## config.mk

```make
export PLATFORM = sky130hd
export DESIGN_NAME = host_evt_aggr
export DESIGN_NICKNAME = d
export VERILOG_FILES = /design/src/rtl/hea_pkg.sv /design/src/rtl/hea_pulse.sv /design/src/rtl/hea_dp.sv /design/src/rtl/hea_ctrl.sv /design/src/rtl/host_evt_aggr.sv
export SDC_FILE = /design/constraint.sdc
export NUM_CORES = 1
export LEC_CHECK = 0
export ABC_AREA = 1
export BUFFER_PORTS_ARGS = -buffer_cell sky130_fd_sc_hd__buf_2
export CAP_MARGIN = 15
export CELL_PAD_IN_SITES_DETAIL_PLACEMENT = 0
export CELL_PAD_IN_SITES_GLOBAL_PLACEMENT = 2
export CORE_MARGIN = 1
export CORE_UTILIZATION = 35
export CTS_BUF_LIST = sky130_fd_sc_hd__clkbuf_16
export DETAILED_ROUTE_END_ITERATION = 8
export PLACE_DENSITY_LB_ADDON = 0.1
export SETUP_SLACK_MARGIN = 0.5
export SYNTH_ARGS = -nofsm -noshare
export SYNTH_HDL_FRONTEND = slang
export SYNTH_SLANG_ARGS = --single-unit
```

## constraint.sdc

```tcl
create_clock -name clk -period 10.7 [get_ports clk]
set_clock_uncertainty 0.2 [all_clocks]
set_input_delay 1.07 -clock clk [delete_from_list [all_inputs] [get_ports clk]]
set_output_delay 1.07 -clock clk [all_outputs]
set_load 0.01 [all_outputs]
```

## src/rtl/hea_pkg.sv

```systemverilog
package hea_pkg;
  localparam logic [2:0] A_EVENTS = 3'd0;
  localparam logic [2:0] A_SMI    = 3'd1;
  localparam logic [2:0] A_SCI    = 3'd2;
  localparam logic [2:0] A_WAKE   = 3'd3;
  localparam logic [2:0] A_INIT   = 3'd4;

  typedef struct packed {
    logic evtWr;
    logic smiWr;
    logic sciWr;
    logic wakeWr;
    logic initWr;
    logic clrMasks;
    logic qry;
  } strobe_t;
endpackage

```

## src/rtl/hea_pulse.sv

```systemverilog
module hea_pulse #(
  parameter int unsigned CYC = 8125
) (
  input  logic clk,
  input  logic rstN,
  input  logic req,
  output logic lineN
);
  localparam int unsigned CNT_W = (CYC > 1) ? $clog2(CYC + 1) : 1;

  typedef enum logic [1:0] {P_IDLE, P_HIGH, P_LOW} pst_t;
  pst_t state;
  logic [CNT_W-1:0] cnt;
  logic pend;
  logic last;

  assign last  = (cnt == CNT_W'(CYC - 1));
  assign lineN = (state != P_LOW);

  always_ff @(posedge clk) begin
    if (!rstN) begin
      state <= P_IDLE;
      cnt   <= '0;
      pend  <= 1'b0;
    end else begin
      case (state)
        P_IDLE: if (req) begin
          state <= P_HIGH;
          cnt   <= '0;
        end
        P_HIGH: begin
          if (req) pend <= 1'b1;
          if (last) begin
            state <= P_LOW;
            cnt   <= '0;
          end else cnt <= cnt + 1'b1;
        end
        default: begin
          if (last) begin
            cnt <= '0;
            if (pend || req) begin
              state <= P_HIGH;
              pend  <= 1'b0;
            end else state <= P_IDLE;
          end else begin
            cnt <= cnt + 1'b1;
            if (req) pend <= 1'b1;
          end
        end
      endcase
    end
  end


  pend_hold_chk: assert property (@(posedge clk) disable iff (!rstN)
    (req && state == P_HIGH) |=> pend);

  generate
    if (CYC > 1) begin : g_lowChk

      low_hold_chk: assert property (@(posedge clk) disable iff (!rstN)
        $fell(lineN) |=> !lineN);
    end
  endgenerate
endmodule

```

## src/rtl/hea_dp.sv

```systemverilog
module hea_dp
  import hea_pkg::*;
#(
  parameter int unsigned EVT_W      = 32,
  parameter int unsigned PWRBTN_BIT = 1,
  localparam int unsigned IDX_W     = $clog2(EVT_W + 1)
) (
  input  logic             clk,
  input  logic             rstN,
  input  strobe_t          stb,
  input  logic [EVT_W-1:0] wdata,
  output logic             initDone,
  output logic             evtChg,
  output logic             smiAny,
  output logic             sciAny,
  output logic             wakeAny,
  output logic             qryValid,
  output logic [IDX_W-1:0] qryIndex
);
  localparam logic [EVT_W-1:0] PB_MASK = EVT_W'(1) << PWRBTN_BIT;

  logic [EVT_W-1:0] events, smiMask, sciMask, wakeMask;
  logic [EVT_W-1:0] pend, keepMask, qryNext, evtNext;
  logic             hit;
  logic [IDX_W-1:0] hitIdx;

  always_comb begin
    pend   = events & (smiMask | sciMask | wakeMask);
    hit    = 1'b0;
    hitIdx = '0;
    for (int i = EVT_W - 1; i >= 0; i--) begin
      if (pend[i]) begin
        hit    = 1'b1;
        hitIdx = IDX_W'(i);
      end
    end
    for (int i = 0; i < EVT_W; i++) keepMask[i] = hit && (IDX_W'(i) > hitIdx);
    qryNext = events & keepMask;
    if (stb.evtWr)    evtNext = wdata;
    else if (stb.qry) evtNext = qryNext;
    else              evtNext = events;
  end

  assign evtChg  = (evtNext != events);
  assign smiAny  = |(events & smiMask);
  assign sciAny  = |(events & sciMask);
  assign wakeAny = |(events & wakeMask & ~PB_MASK);

  always_ff @(posedge clk) begin
    if (!rstN) begin
      events   <= '0;
      smiMask  <= '0;
      sciMask  <= '0;
      wakeMask <= '0;
      initDone <= 1'b0;
      qryValid <= 1'b0;
      qryIndex <= '0;
    end else begin
      events <= evtNext;
      if (stb.clrMasks) begin
        smiMask  <= '0;
        sciMask  <= '0;
        wakeMask <= '0;
      end else begin
        if (stb.smiWr)  smiMask  <= wdata;
        if (stb.sciWr)  sciMask  <= wdata;
        if (stb.wakeWr) wakeMask <= wdata;
      end
      if (stb.initWr) initDone <= 1'b1;
      qryValid <= stb.qry;
      qryIndex <= hit ? hitIdx + IDX_W'(1) : '0;
    end
  end


  resume_clear_chk: assert property (@(posedge clk) disable iff (!rstN)
    stb.clrMasks |=> (smiMask == '0 && sciMask == '0 && wakeMask == '0));


  qry_resp_chk: assert property (@(posedge clk) disable iff (!rstN)
    stb.qry |=> qryValid);


  qry_range_chk: assert property (@(posedge clk) disable iff (!rstN)
    qryValid |-> (qryIndex <= IDX_W'(EVT_W)));
endmodule

```

## src/rtl/hea_ctrl.sv

```systemverilog
module hea_ctrl
  import hea_pkg::*;
#(
  parameter int unsigned PULSE_CYC = 8125
) (
  input  logic       clk,
  input  logic       rstN,
  input  logic       busValid,
  input  logic [2:0] busAddr,
  input  logic       initBit,
  input  logic       resumeIn,
  input  logic       qryReq,
  input  logic       initDone,
  input  logic       evtChg,
  input  logic       smiAny,
  input  logic       sciAny,
  input  logic       wakeAny,
  output strobe_t    stb,
  output logic       smiN,
  output logic       sciN,
  output logic       wakeN,
  output logic       smiFlag,
  output logic       sciFlag
);
  logic       updReq, updNow;
  logic [1:0] pReq, pLine;

  always_comb begin
    stb          = '0;
    stb.evtWr    = busValid && (busAddr == A_EVENTS);
    stb.smiWr    = busValid && (busAddr == A_SMI);
    stb.sciWr    = busValid && (busAddr == A_SCI);
    stb.wakeWr   = busValid && (busAddr == A_WAKE);
    stb.initWr   = busValid && (busAddr == A_INIT) && initBit;
    stb.clrMasks = resumeIn;
    stb.qry      = qryReq;
  end

  assign updReq = (initDone || stb.initWr) &&
                  (evtChg || stb.smiWr || stb.sciWr || stb.wakeWr ||
                   stb.clrMasks || stb.initWr);

  always_ff @(posedge clk) begin
    if (!rstN) begin
      updNow  <= 1'b0;
      smiFlag <= 1'b0;
      sciFlag <= 1'b0;
      wakeN   <= 1'b1;
    end else begin
      updNow <= updReq;
      if (updNow) begin
        smiFlag <= smiAny;
        sciFlag <= sciAny;
        wakeN   <= !wakeAny;
      end
    end
  end

  assign pReq[0] = updNow && smiAny && !smiFlag;
  assign pReq[1] = updNow && sciAny;

  generate
    for (genvar g = 0; g < 2; g++) begin : g_pulse
      hea_pulse #(.CYC(PULSE_CYC)) u_pulse (
        .clk  (clk),
        .rstN (rstN),
        .req  (pReq[g]),
        .lineN(pLine[g])
      );
    end
  endgenerate

  assign smiN = pLine[0];
  assign sciN = pLine[1];


  no_upd_before_init_chk: assert property (@(posedge clk) disable iff (!rstN)
    updNow |-> initDone);


  smi_flag_rise_chk: assert property (@(posedge clk) disable iff (!rstN)
    $rose(smiFlag) |-> $past(updNow));


  wake_fall_chk: assert property (@(posedge clk) disable iff (!rstN)
    $fell(wakeN) |-> $past(updNow && wakeAny));
endmodule

```

## src/rtl/host_evt_aggr.sv

```systemverilog
module host_evt_aggr
  import hea_pkg::*;
#(
  parameter int unsigned EVT_W      = 32,
  parameter int unsigned PULSE_CYC  = 8125,
  parameter int unsigned PWRBTN_BIT = 1,
  localparam int unsigned IDX_W     = $clog2(EVT_W + 1)
) (
  input  logic             clk,
  input  logic             rstN,
  input  logic             busValid,
  input  logic [2:0]       busAddr,
  input  logic [EVT_W-1:0] busWData,
  input  logic             resumeIn,
  input  logic             qryReq,
  output logic             qryValid,
  output logic [IDX_W-1:0] qryIndex,
  output logic             smiN,
  output logic             sciN,
  output logic             wakeN,
  output logic             smiFlag,
  output logic             sciFlag
);
  strobe_t stb;
  logic initDone, evtChg, smiAny, sciAny, wakeAny;

  hea_ctrl #(.PULSE_CYC(PULSE_CYC)) u_ctrl (
    .clk(clk), .rstN(rstN), .busValid(busValid), .busAddr(busAddr),
    .initBit(busWData[0]), .resumeIn(resumeIn), .qryReq(qryReq),
    .initDone(initDone), .evtChg(evtChg), .smiAny(smiAny),
    .sciAny(sciAny), .wakeAny(wakeAny), .stb(stb), .smiN(smiN),
    .sciN(sciN), .wakeN(wakeN), .smiFlag(smiFlag), .sciFlag(sciFlag)
  );

  hea_dp #(.EVT_W(EVT_W), .PWRBTN_BIT(PWRBTN_BIT)) u_dp (
    .clk(clk), .rstN(rstN), .stb(stb), .wdata(busWData),
    .initDone(initDone), .evtChg(evtChg), .smiAny(smiAny),
    .sciAny(sciAny), .wakeAny(wakeAny), .qryValid(qryValid),
    .qryIndex(qryIndex)
  );
endmodule

```

==> impl_metrics.prom, run 1 <==
# TYPE chip_impl_metric gauge
chip_impl_info{name="status",value="finished clean"} 1
chip_impl_metric{name="drive_gt1_share",unit="%"} 10.3
chip_impl_metric{name="h-tree-depth",unit=""} 4
chip_impl_metric{name="yosysTopAreaCellShare",unit="%"} 38.4
chip_impl_info{name="yosys.cell_count.top_type",value="nand2_1"} 1
chip_impl_metric{name="filler_cell_count",unit=""} 2789
chip_impl_metric{name="io_buffer_count",unit=""} 51
chip_impl_metric{name="synth_cell_area",unit="µm²"} 8960
chip_impl_metric{name="power.total",unit="µW"} 1510
chip_impl_metric{name="seqCellArea",unit="µm²"} 3440
chip_impl_metric{name="drt-pass1-iter-count",unit=""} 5
chip_impl_metric{name="global_route.usage.total",unit="%"} 24.8
chip_impl_metric{name="vias",unit=""} 8787
chip_impl_info{name="path_class",value="flop to flop"} 1
chip_impl_metric{name="relSlewSlack",unit="%"} 22.6
chip_impl_info{name="ys_dominant_reg_cell",value="dfxtp_1"} 1
chip_impl_metric{name="place_inst",unit=""} 1634
chip_impl_metric{name="final_nets",unit=""} 1370
chip_impl_metric{name="hold-worst-slack",unit="ps"} 265
chip_impl_metric{name="synth_seq_cells",unit=""} 172
chip_impl_info{name="cpLargestDelayFamily",value="simple AND/OR/NAND/NOR gates"} 1
chip_impl_metric{name="grt_pass1_wl",unit="mm"} 49.0
chip_impl_info{name="end_of_the_critical_path",value="u_ctrl.updNow"} 1
chip_impl_metric{name="power.ir.vdd_worst",unit="µV"} 104
chip_impl_metric{name="cts.reportedPaths.clkPinSlew",unit="ps"} 70
chip_impl_metric{name="antennaDiodeCount",unit=""} 0
chip_impl_metric{name="multi_input_area",unit="µm²"} 4680
chip_impl_metric{name="synth.avg_cell_area",unit="µm²"} 6.89
chip_impl_info{name="r2r-end",value="u_ctrl.updNow"} 1
chip_impl_metric{name="maxCapViolCount",unit=""} 0
chip_impl_info{name="most_common_cell_type_on_the_critical_path",value="nand2_1"} 1
chip_impl_metric{name="report.final.slew_viol_count",unit=""} 0
chip_impl_metric{name="total_of_warnings_raised_by_yosys",unit=""} 0
chip_impl_metric{name="cts.repair_timing.setup_buffer_count",unit=""} 0
chip_impl_metric{name="route.final.wire_length",unit="mm"} 31.6
chip_impl_metric{name="synth_sequential_area_ratio",unit="%"} 38.4
chip_impl_metric{name="grt_start_max_net_pins",unit=""} 97
chip_impl_metric{name="power_density",unit="nW/µm²"} 151
chip_impl_metric{name="worst-path-max-fanout",unit=""} 7
chip_impl_metric{name="cts-hold-fix-buffers",unit=""} 0
chip_impl_metric{name="die_boundary_width",unit="µm"} 162
chip_impl_metric{name="worstPathArrival",unit="ps"} 5280
chip_impl_metric{name="die_extent_in_y",unit="µm"} 162
chip_impl_metric{name="min_period_over_period",unit="%"} 48.4
chip_impl_info{name="crit_path_end_kind",value="flop"} 1
chip_impl_metric{name="post-route-util",unit="%"} 39.8
chip_impl_metric{name="crit_required",unit="ps"} 10810
chip_impl_metric{name="syn_inst",unit=""} 1301
chip_impl_metric{name="period_needed",unit="ps"} 5180
chip_impl_metric{name="synthesis.nets",unit=""} 1348
chip_impl_metric{name="routabilityCongestion",unit=""} 0.910
chip_impl_metric{name="dp.final_hpwl",unit="mm"} 23.8
chip_impl_metric{name="rrSetupSlack",unit="ps"} 5520
chip_impl_info{name="tritoncts",value="done"} 1
chip_impl_metric{name="design.die.area",unit="µm²"} 26200
chip_impl_metric{name="cts_made_buffers",unit=""} 17
chip_impl_metric{name="cts-resized-gates",unit=""} 0
chip_impl_metric{name="finalHoldViolCount",unit=""} 0
chip_impl_metric{name="flow.area_growth_from_synthesis",unit="%"} 11.7
chip_impl_metric{name="critical_path_depth",unit=""} 50
chip_impl_info{name="rr_startpoint",value="u_dp.events[29]"} 1
chip_impl_metric{name="drtAntennaViolNets",unit=""} 0
chip_impl_info{name="min-delay-path-class",value="flop to flop"} 1
chip_impl_info{name="clock_tree.root_cell",value="clkbuf_16"} 1
chip_impl_metric{name="fp-row-count",unit=""} 58
chip_impl_metric{name="drt_iter0_markers",unit=""} 637
chip_impl_metric{name="synthArstFlopShare",unit="%"} 0
chip_impl_metric{name="drt_drc_violations_left",unit=""} 0
chip_impl_metric{name="io_pins",unit=""} 52
chip_impl_metric{name="antenna_violations_before_repair",unit=""} 0
chip_impl_metric{name="rr_worst_depth",unit=""} 50
chip_impl_metric{name="first_global_vias",unit=""} 8298
chip_impl_info{name="synth_top_cells_by_area",value="dfxtp_1 38%, nand2_1 12%, nor2_1 7.3%"} 1
chip_impl_metric{name="critPathMaxStageDelay",unit="ps"} 380
chip_impl_metric{name="leakage_power_summed_over_all_cells",unit="µW"} 0.00391
chip_impl_metric{name="tightestPinTransition",unit="ps"} 1160
chip_impl_metric{name="worstSkewPairLatency",unit="ps"} 440
chip_impl_metric{name="fin_setup_tns",unit="ps"} 0
chip_impl_metric{name="cts_buffer_depth",unit=""} 2
chip_impl_metric{name="drt-wirelength-per-cell",unit="µm"} 19.0
chip_impl_metric{name="number_of_enable_flip_flop_cells_after_synthesis",unit=""} 0
chip_impl_metric{name="finalNonFillerCells",unit=""} 1665
chip_impl_metric{name="core_area",unit="µm²"} 25200
chip_impl_info{name="setup_repair_after_global_routing_missed_its_margin",value="false"} 1
chip_impl_metric{name="clock_sink_count",unit=""} 172
chip_impl_metric{name="globalRouteOverflowTotal",unit=""} 0
chip_impl_info{name="cp_slowest_cell",value="dfxtp_1"} 1
chip_impl_info{name="ys_top_cells_by_count",value="275 x nand2_1, 174 x nor2_1, 172 x dfxtp_1"} 1
chip_impl_metric{name="fmax",unit="MHz"} 193
chip_impl_info{name="crit_path_start",value="u_dp.events[29]"} 1
chip_impl_metric{name="cp_num_buf_inv",unit=""} 2
chip_impl_metric{name="drt-vias-per-instance",unit=""} 5.28
chip_impl_metric{name="start_util",unit="%"} 35.6
chip_impl_metric{name="post_synth_num_cell_types",unit=""} 58
chip_impl_info{name="synth.largest_area_cell",value="dfxtp_1"} 1
chip_impl_info{name="start_kind",value="flop"} 1
chip_impl_metric{name="timing.final.setup_violations",unit=""} 0
==> per-layer routing <==
layer,up-vias,wire length (µm),track usage (%)
met5,-,0,0
met4,0,647,7.63
met3,33,993,2.86
met2,185,14700,40.6
met1,4128,15300,33.9
li1,4441,-,-
==> worst min path at each step <==
stage	cells after the start	endpoint	slack [ps]	startpoint
5_1_grt	2	u_dp.wakeMask[21]	280	u_dp.wakeMask[21]
4_1_cts	2	u_dp.wakeMask[24]	270	u_dp.wakeMask[24]
6_report	2	u_ctrl.g_pulse[0].u_pulse.cnt[10]	260	u_ctrl.g_pulse[0].u_pulse.cnt[10]
3_3_place_gp	2	u_ctrl.g_pulse[0].u_pulse.cnt[11]	250	u_ctrl.g_pulse[0].u_pulse.cnt[11]
3_5_place_dp	2	u_dp.wakeMask[8]	260	u_dp.wakeMask[8]
2_1_floorplan	2	u_ctrl.g_pulse[0].u_pulse.cnt[10]	240	u_ctrl.g_pulse[0].u_pulse.cnt[10]
==> cells in the final DEF, fill, tap and decap left out, types with 4 or more instances in the layout <==
master,n
dfxtp_1,172
clkbuf_16,17
a21oi_1,77
a221oi_1,7
o21ai_1,8
o211ai_1,8
ha_1,7
inv_2,14
nand3_1,61
nor2_2,4
nor3_1,28
o21ai_0,26
o21bai_1,4
buf_2,51
a211oi_1,74
o22ai_1,5
inv_1,152
inv_6,4
nand4_1,56
o31ai_1,12
a31oi_1,13
nand2_2,8
buf_4,7
nor2_1,174
nor4_1,11
nand2_1,275
clkinv_4,6
==> area by class of cell <==
type                       count  area share [%]
clock buffer                  17            4.25
timing repair buffer          58            3.07
tap                          330            4.12
sequential                   172            34.4
clock inverter                14            1.16
multi-input combinational    908            46.7
inverter                     166            6.27
==> worst min-delay path, cell delays in order (launching register included) <==
cell     delay (ps)
dfxtp_1         310
nand2_1          60
a21oi_1          50
==> metrics by stage <==
stage | cell area (µm²) | setup slack [ps]
after detailed placement | 9470 | 5560
final | 10000 | 5520
after floorplan | 8960 | 6640
after CTS | 10000 | 5520
after global routing | 10000 | 4860
after global placement | 9470 | 5550
==> registers in the layout, summed over array words and instances, names as in the netlist <==
name and cells:
u_ctrl.g_pulse.u_pulse.cnt 26, u_ctrl.g_pulse.u_pulse.pend 2, u_ctrl.g_pulse.u_pulse.state 4, u_ctrl.sciFlag 1, u_ctrl.smiFlag 1, u_ctrl.updNow 1, u_ctrl.wakeN 1, u_dp.events 32
u_dp.initDone 1, u_dp.qryIndex 6, u_dp.qryValid 1, u_dp.sciMask 32, u_dp.smiMask 32, u_dp.wakeMask 32
==> cell families (layout without fill, tap and decap cells) <==
kind of cell	after synthesis	count (layout)	synth area share, %
simple gates	642	642	31.6
fa+ha+maj	7	7	0.977
flops	172	172	38.4
xor+xnor	2	2	0.196
compound gates	257	257	19.3
buf+inv	221	255	9.52
==> power by group <==
| part | internal, µW | switching (µW) |
|---|---|---|
| Combinational | 59.0 | 175 |
| Sequential | 660 | 19.1 |
| Clock | 302 | 293 |
Note: power is estimated with default switching activity, not from simulation.
==> inputs of run 2 (changes only) <==
Clock period 10.7 ns to 4.86 ns, I/O delays scaled along.
==> impl_metrics.prom, run 2 (same netlist as run 1, synthesis figures left out) <==
# TYPE chip_impl_metric gauge
chip_impl_metric{name="maxCapViolCount",unit=""} 0
chip_impl_info{name="crit_path_start",value="u_dp.events[29]"} 1
chip_impl_metric{name="drive_gt1_share",unit="%"} 14.2
chip_impl_metric{name="worstSkewPairLatency",unit="ps"} 450
chip_impl_metric{name="critPathMaxStageDelay",unit="ps"} 370
chip_impl_info{name="min-delay-path-class",value="input port to flop"} 1
chip_impl_metric{name="worstPathArrival",unit="ps"} 4860
chip_impl_metric{name="antenna_violations_before_repair",unit=""} 0
chip_impl_metric{name="grt_start_max_net_pins",unit=""} 65
chip_impl_metric{name="relSlewSlack",unit="%"} 45.0
chip_impl_metric{name="report.final.slew_viol_count",unit=""} 0
chip_impl_metric{name="dp.final_hpwl",unit="mm"} 24.2
chip_impl_info{name="clock_tree.root_cell",value="clkbuf_16"} 1
chip_impl_metric{name="flow.area_growth_from_synthesis",unit="%"} 15.9
chip_impl_metric{name="final_nets",unit=""} 1397
chip_impl_metric{name="power.ir.vdd_worst",unit="µV"} 251
chip_impl_metric{name="placement.setup.worst_slack",unit="ps"} 84.6
chip_impl_metric{name="cts_made_buffers",unit=""} 17
chip_impl_info{name="final_common_cell",value="nand2_1"} 1
chip_impl_info{name="path_class",value="flop to flop"} 1
chip_impl_metric{name="drt-wirelength-per-cell",unit="µm"} 19.2
chip_impl_metric{name="cell_area_after_placement",unit="µm²"} 9590
chip_impl_info{name="end_of_the_critical_path",value="u_ctrl.updNow"} 1
chip_impl_info{name="tritoncts",value="done"} 1
chip_impl_info{name="start_kind",value="flop"} 1
chip_impl_info{name="crit_path_end_kind",value="flop"} 1
chip_impl_metric{name="grt_pass1_wl",unit="mm"} 50.2
chip_impl_metric{name="start_util",unit="%"} 35.6
chip_impl_metric{name="rr_worst_depth",unit=""} 33
chip_impl_info{name="status",value="finished clean"} 1
chip_impl_metric{name="h-tree-depth",unit=""} 4
chip_impl_metric{name="io_pins",unit=""} 52
chip_impl_metric{name="die_boundary_width",unit="µm"} 162
chip_impl_metric{name="cts.reportedPaths.clkPinSlew",unit="ps"} 80
chip_impl_metric{name="drt_drc_violations_left",unit=""} 0
chip_impl_metric{name="first_global_vias",unit=""} 8467
chip_impl_info{name="rr_startpoint",value="u_dp.events[29]"} 1
chip_impl_metric{name="post-route-cell-area",unit="µm²"} 10400
chip_impl_metric{name="min_period_over_period",unit="%"} 97.9
chip_impl_metric{name="finalNonFillerCells",unit=""} 1693
chip_impl_metric{name="drt_iter0_markers",unit=""} 660
chip_impl_metric{name="cts_buffer_depth",unit=""} 2
chip_impl_metric{name="cts-hold-fix-buffers",unit=""} 0
chip_impl_metric{name="io_buffer_count",unit=""} 51
chip_impl_metric{name="globalRouteOverflowTotal",unit=""} 0
chip_impl_metric{name="die_extent_in_y",unit="µm"} 162
chip_impl_metric{name="core_area",unit="µm²"} 25200
chip_impl_metric{name="route.final.wire_length",unit="mm"} 32.5
chip_impl_info{name="r2r-end",value="u_ctrl.updNow"} 1
chip_impl_info{name="setup_repair_after_global_routing_missed_its_margin",value="true"} 1
chip_impl_metric{name="clock_sink_count",unit=""} 172
chip_impl_metric{name="finalHoldViolCount",unit=""} 0
chip_impl_info{name="cp_slowest_cell",value="dfxtp_4"} 1
chip_impl_metric{name="power_density",unit="nW/µm²"} 329
chip_impl_metric{name="period_needed",unit="ps"} 4760
chip_impl_info{name="final_cell_mix",value="266 x nand2_1, 172 x nor2_1, 166 x dfxtp_1, 149 x inv_1, 77 x a21oi_1"} 1
chip_impl_metric{name="drt-vias-per-instance",unit=""} 5.27
chip_impl_metric{name="leakage_power_summed_over_all_cells",unit="µW"} 0.00409
chip_impl_metric{name="vias",unit=""} 8916
chip_impl_metric{name="filler_cell_count",unit=""} 2734
chip_impl_metric{name="worst-path-max-fanout",unit=""} 6
chip_impl_metric{name="routabilityCongestion",unit=""} 0.948
chip_impl_metric{name="global_route.usage.total",unit="%"} 25.5
chip_impl_metric{name="crit_required",unit="ps"} 4970
chip_impl_metric{name="fmax",unit="MHz"} 210
chip_impl_metric{name="drtAntennaViolNets",unit=""} 0
chip_impl_metric{name="multi_input_area",unit="µm²"} 4790
chip_impl_metric{name="tightestPinTransition",unit="ps"} 818
chip_impl_metric{name="seqCellArea",unit="µm²"} 3450
chip_impl_metric{name="antennaDiodeCount",unit=""} 0
chip_impl_metric{name="place_inst",unit=""} 1649
chip_impl_metric{name="timing.final.setup_violations",unit=""} 0
chip_impl_metric{name="rrSetupSlack",unit="ps"} 100
chip_impl_metric{name="fin_ws",unit="ps"} 102
chip_impl_metric{name="drt-pass1-iter-count",unit=""} 5
chip_impl_metric{name="design.die.area",unit="µm²"} 26200
chip_impl_metric{name="fp-row-count",unit=""} 58
==> run 2: worst min path at each step <==
stage | from | to | slack [ps] | depth (start not counted)
detailed placement | u_ctrl.g_pulse[0].u_pulse.cnt[10] | u_ctrl.g_pulse[0].u_pulse.cnt[10] | 260 | 2
global route | busWData[8] | u_dp.wakeMask[8] | 120 | 3
CTS | busWData[4] | u_dp.wakeMask[4] | 110 | 3
global placement | u_ctrl.g_pulse[0].u_pulse.cnt[11] | u_ctrl.g_pulse[0].u_pulse.cnt[11] | 250 | 2
finish | busWData[7] | u_dp.wakeMask[7] | 120 | 3
floorplan | u_ctrl.g_pulse[0].u_pulse.cnt[10] | u_ctrl.g_pulse[0].u_pulse.cnt[10] | 240 | 2
==> run 2: critical path: cells and delay by family (launching register included) <==
kind	cells	cell delay, ps
compound gates	10	1610
fa+ha+maj	1	270
buf+inv	5	560
flops	1	370
simple gates	17	1620
==> run 2: layout make-up <==
type | instances | share of cell area (%)
clock buffers | 17 | 4.10
clock inverters | 15 | 1.34
inverters | 166 | 6.15
multi-input cells | 908 | 46.1
flip-flops and latches | 172 | 33.3
well taps | 330 | 3.98
repair buffers | 85 | 5.04
==> run 2: report_power, final <==
part           leakage, µW  internal (µW)  switching (µW)
Sequential         0.00139           1450            41.4
Combinational      0.00242            157             402
Clock             0.000276            716             648
Total              0.00409           2330            1090
==> run 2: layer usage <==
metal | track usage (%) | share of wire, % | wire length [µm] | vias up
met5 | 0 | 0 | 0 | -
met4 | 8.32 | 2.2 | 722 | 0
met3 | 4.14 | 4.4 | 1420 | 41
met2 | 41.3 | 46 | 14900 | 203
met1 | 34.3 | 48 | 15500 | 4161
li1 | - | - | - | 4511
==> run 2: through the flow <==
step                util (%)  TNS (ps)  total power [µW]  hold slack, ps
global route            41.2      -303              3580             123
CTS                     40.8         0              3450             106
global placement        38.1         0              2080             249
detailed placement      38.1         0              2080             258
finish                  41.2         0              3420             119
floorplan                  -         0              1870             241
==> run 2: timing repair <==
| item | in CTS | in global routing |
|---|---|---|
| gates resized for setup | 19 | 23 |
| pin swaps | 13 | 24 |
| setup endpoints to repair | 1 | 3 |
| buffers inserted | 7 | 5 |
==> inputs of run 3 (changes only) <==
Settings changed: ABC_AREA 1 to 0.
==> impl_metrics.prom, run 3 <==
# TYPE chip_impl_metric gauge
chip_impl_metric{name="synth_cell_area",unit="µm²"} 9280
chip_impl_metric{name="leakage_power_summed_over_all_cells",unit="µW"} 0.00375
chip_impl_info{name="yosys.cell_count.top_type",value="nand2_1"} 1
chip_impl_metric{name="seqPwrFrac",unit="%"} 45.3
chip_impl_info{name="min-delay-path-class",value="input port to flop"} 1
chip_impl_metric{name="route.final.wire_length",unit="mm"} 45.0
chip_impl_metric{name="drt_drc_violations_left",unit=""} 0
chip_impl_metric{name="maxCapViolCount",unit=""} 0
chip_impl_metric{name="cts_buffer_depth",unit=""} 2
chip_impl_metric{name="synth_seq_cells",unit=""} 172
chip_impl_metric{name="first_global_vias",unit=""} 9418
chip_impl_metric{name="global_route.usage.total",unit="%"} 33.5
chip_impl_info{name="crit_path_end_kind",value="flop"} 1
chip_impl_info{name="ys_top_cells_by_count",value="276 x nand2_1, 172 x dfxtp_1, 164 x a21oi_1"} 1
chip_impl_metric{name="design.die.area",unit="µm²"} 27200
chip_impl_metric{name="io_buffer_count",unit=""} 51
chip_impl_metric{name="yosysTopAreaCellShare",unit="%"} 37.1
chip_impl_info{name="final_common_cell",value="nand2_1"} 1
chip_impl_metric{name="cts.reportedPaths.clkPinSlew",unit="ps"} 80
chip_impl_metric{name="antenna_violations_before_repair",unit=""} 1
chip_impl_metric{name="drive_gt1_share",unit="%"} 14.3
chip_impl_metric{name="drt_iter0_markers",unit=""} 1205
chip_impl_metric{name="worstSkewPairLatency",unit="ps"} 450
chip_impl_metric{name="core_area",unit="µm²"} 26100
chip_impl_metric{name="hold-worst-slack",unit="ps"} 135
chip_impl_info{name="tritoncts",value="done"} 1
chip_impl_metric{name="clock_sink_count",unit=""} 172
chip_impl_metric{name="synth_sequential_area_ratio",unit="%"} 37.1
chip_impl_metric{name="cts_made_buffers",unit=""} 17
chip_impl_metric{name="synthesis.nets",unit=""} 1291
chip_impl_metric{name="power.net_switching",unit="µW"} 939
chip_impl_metric{name="start_util",unit="%"} 35.6
chip_impl_metric{name="synthArstFlopShare",unit="%"} 0
chip_impl_info{name="final_cell_mix",value="276 x nand2_1, 172 x dfxtp_1, 163 x a21oi_1, 68 x nor2_1, 56 x buf_4"} 1
chip_impl_metric{name="crit_required",unit="ps"} 4990
chip_impl_metric{name="globalRouteOverflowTotal",unit=""} 0
chip_impl_info{name="path_class",value="flop to flop"} 1
chip_impl_metric{name="fmax",unit="MHz"} 235
chip_impl_metric{name="report.final.slew_viol_count",unit=""} 0
chip_impl_info{name="status",value="finished clean"} 1
chip_impl_metric{name="grt_start_max_net_pins",unit=""} 97
chip_impl_metric{name="fin_setup_tns",unit="ps"} 0
chip_impl_info{name="start_kind",value="flop"} 1
chip_impl_metric{name="dp.final_hpwl",unit="mm"} 32.8
chip_impl_metric{name="timing.final.setup_violations",unit=""} 0
chip_impl_metric{name="final_nets",unit=""} 1339
chip_impl_metric{name="synth.avg_cell_area",unit="µm²"} 7.46
chip_impl_metric{name="clockPowerShare",unit="%"} 47.3
chip_impl_metric{name="drt-pass1-iter-count",unit=""} 8
chip_impl_metric{name="worst-path-max-fanout",unit=""} 9
chip_impl_info{name="setup_repair_after_global_routing_missed_its_margin",value="true"} 1
chip_impl_metric{name="power.ir.vdd_worst",unit="µV"} 234
chip_impl_metric{name="h-tree-depth",unit=""} 4
chip_impl_info{name="ys_dominant_reg_cell",value="dfxtp_1"} 1
chip_impl_info{name="synth.largest_area_cell",value="dfxtp_1"} 1
chip_impl_metric{name="p_comb_share",unit="%"} 7.4
chip_impl_metric{name="io_pins",unit=""} 52
chip_impl_metric{name="drt-vias-per-instance",unit=""} 6.31
chip_impl_metric{name="fp-row-count",unit=""} 59
chip_impl_metric{name="relSlewSlack",unit="%"} 21.1
chip_impl_metric{name="power.total",unit="µW"} 3170
chip_impl_metric{name="die_extent_in_y",unit="µm"} 165
chip_impl_metric{name="place_inst",unit=""} 1607
chip_impl_metric{name="vias",unit=""} 10345
chip_impl_metric{name="number_of_enable_flip_flop_cells_after_synthesis",unit=""} 0
chip_impl_metric{name="worstPathArrival",unit="ps"} 4390
chip_impl_metric{name="post_synth_num_cell_types",unit=""} 81
chip_impl_metric{name="flow.area_growth_from_synthesis",unit="%"} 16.4
chip_impl_metric{name="grt_pass1_wl",unit="mm"} 65.3
chip_impl_metric{name="drt-wirelength-per-cell",unit="µm"} 27.4
chip_impl_info{name="clock_tree.root_cell",value="clkbuf_16"} 1
chip_impl_metric{name="power_density",unit="nW/µm²"} 294
chip_impl_metric{name="finalNonFillerCells",unit=""} 1640
chip_impl_metric{name="total_of_warnings_raised_by_yosys",unit=""} 0
chip_impl_metric{name="period_needed",unit="ps"} 4260
chip_impl_metric{name="syn_inst",unit=""} 1244
chip_impl_metric{name="antennaDiodeCount",unit=""} 0
chip_impl_metric{name="finalHoldViolCount",unit=""} 0
chip_impl_metric{name="min_period_over_period",unit="%"} 87.7
chip_impl_metric{name="drtAntennaViolNets",unit=""} 0
chip_impl_metric{name="internal-power",unit="µW"} 2230
chip_impl_metric{name="tightestPinTransition",unit="ps"} 1180
chip_impl_metric{name="switching_share",unit="%"} 29.6
chip_impl_metric{name="die_boundary_width",unit="µm"} 165
chip_impl_info{name="synth_top_cells_by_area",value="dfxtp_1 37%, nand2_1 11%, a21oi_1 8.8%"} 1
chip_impl_metric{name="routabilityCongestion",unit=""} 1.03
[run 3: final cells by class]
class,count,area [µm²]
multi-input combinational,955,5480
clock inverter,15,195
clock buffer,17,425
sequential,172,3440
fill,2745,15300
timing repair buffer,108,696
tap,335,419
inverter,38,143
[run 3: cell families (layout without fill, tap and decap cells)]
family          Yosys count  after routing  share of synthesized area, %
simple gates            530            530                          27.2
compound gates          410            410                          28.8
flops                   172            172                          37.1
buf+inv                 117            178                          5.23
xor+xnor                  8              8                         0.755
fa+ha+maj                 7              7                         0.944
[run 3: worst paths after layout]
check,startpoint,end,slack (ps),cells past startpoint
max,u_dp.smiMask[21],u_ctrl.updNow,600,19
min,busWData[15],u_dp.sciMask[15],140,3
max reg2reg,u_dp.smiMask[21],u_ctrl.updNow,600,19
min reg2reg,u_ctrl.g_pulse[1].u_pulse.pend,u_ctrl.g_pulse[1].u_pulse.pend,250,2
[run 3: worst max-delay path, stage by stage (launching register included)]
cell	delay, ps
dfxtp_1	340
o31a_1	420
nor3_1	240
o31ai_1	160
a211o_1	340
o2111ai_4	190
inv_1	140
ha_1	230
inv_1	90
nor3_1	60
ha_1	230
a21oi_1	140
nor2_1	50
a221o_1	290
nor4_1	170
nand2_1	100
nor4_2	140
nand4_1	150
nor4b_2	320
a31oi_1	120
[run 3: repair_timing]
action,4_1_cts,5_1_grt
pin swaps,0,5
hold buffers,0,0
cloned,0,0
gates resized for setup,3,17
buffers inserted,0,1
setup endpoints to repair,1,1
[run 3: layer usage]
layer	up-vias	routed length [µm]	part of all wire, %	track usage [%]
li1	4636	-	-	-
met1	4947	19600	44	48.2
met2	627	18700	42	48.1
met3	135	4460	9.9	5.95
met4	0	2280	5.1	15.0
met5	-	0	0	0
[run 3: power groups by stage]
stage          Sequential (µW)  Clock (µW)  Combinational (µW)
6_report                  1440        1500                 235
5_1_grt                   1440        1570                 245
4_1_cts                   1430        1520                 227
3_5_place_dp              1470           0                 226
3_3_place_gp              1470           0                 229
2_1_floorplan             1460           0                 109
[run 3: through the flow]
stage	setup WS [ps]	utilization (%)	cell area, µm²
4_1_cts	514	41.1	10700
3_5_place_dp	438	38.6	10100
5_1_grt	390	41.4	10800
3_3_place_gp	513	38.6	10100
6_report	598	41.4	10800
2_1_floorplan	971	-	9280
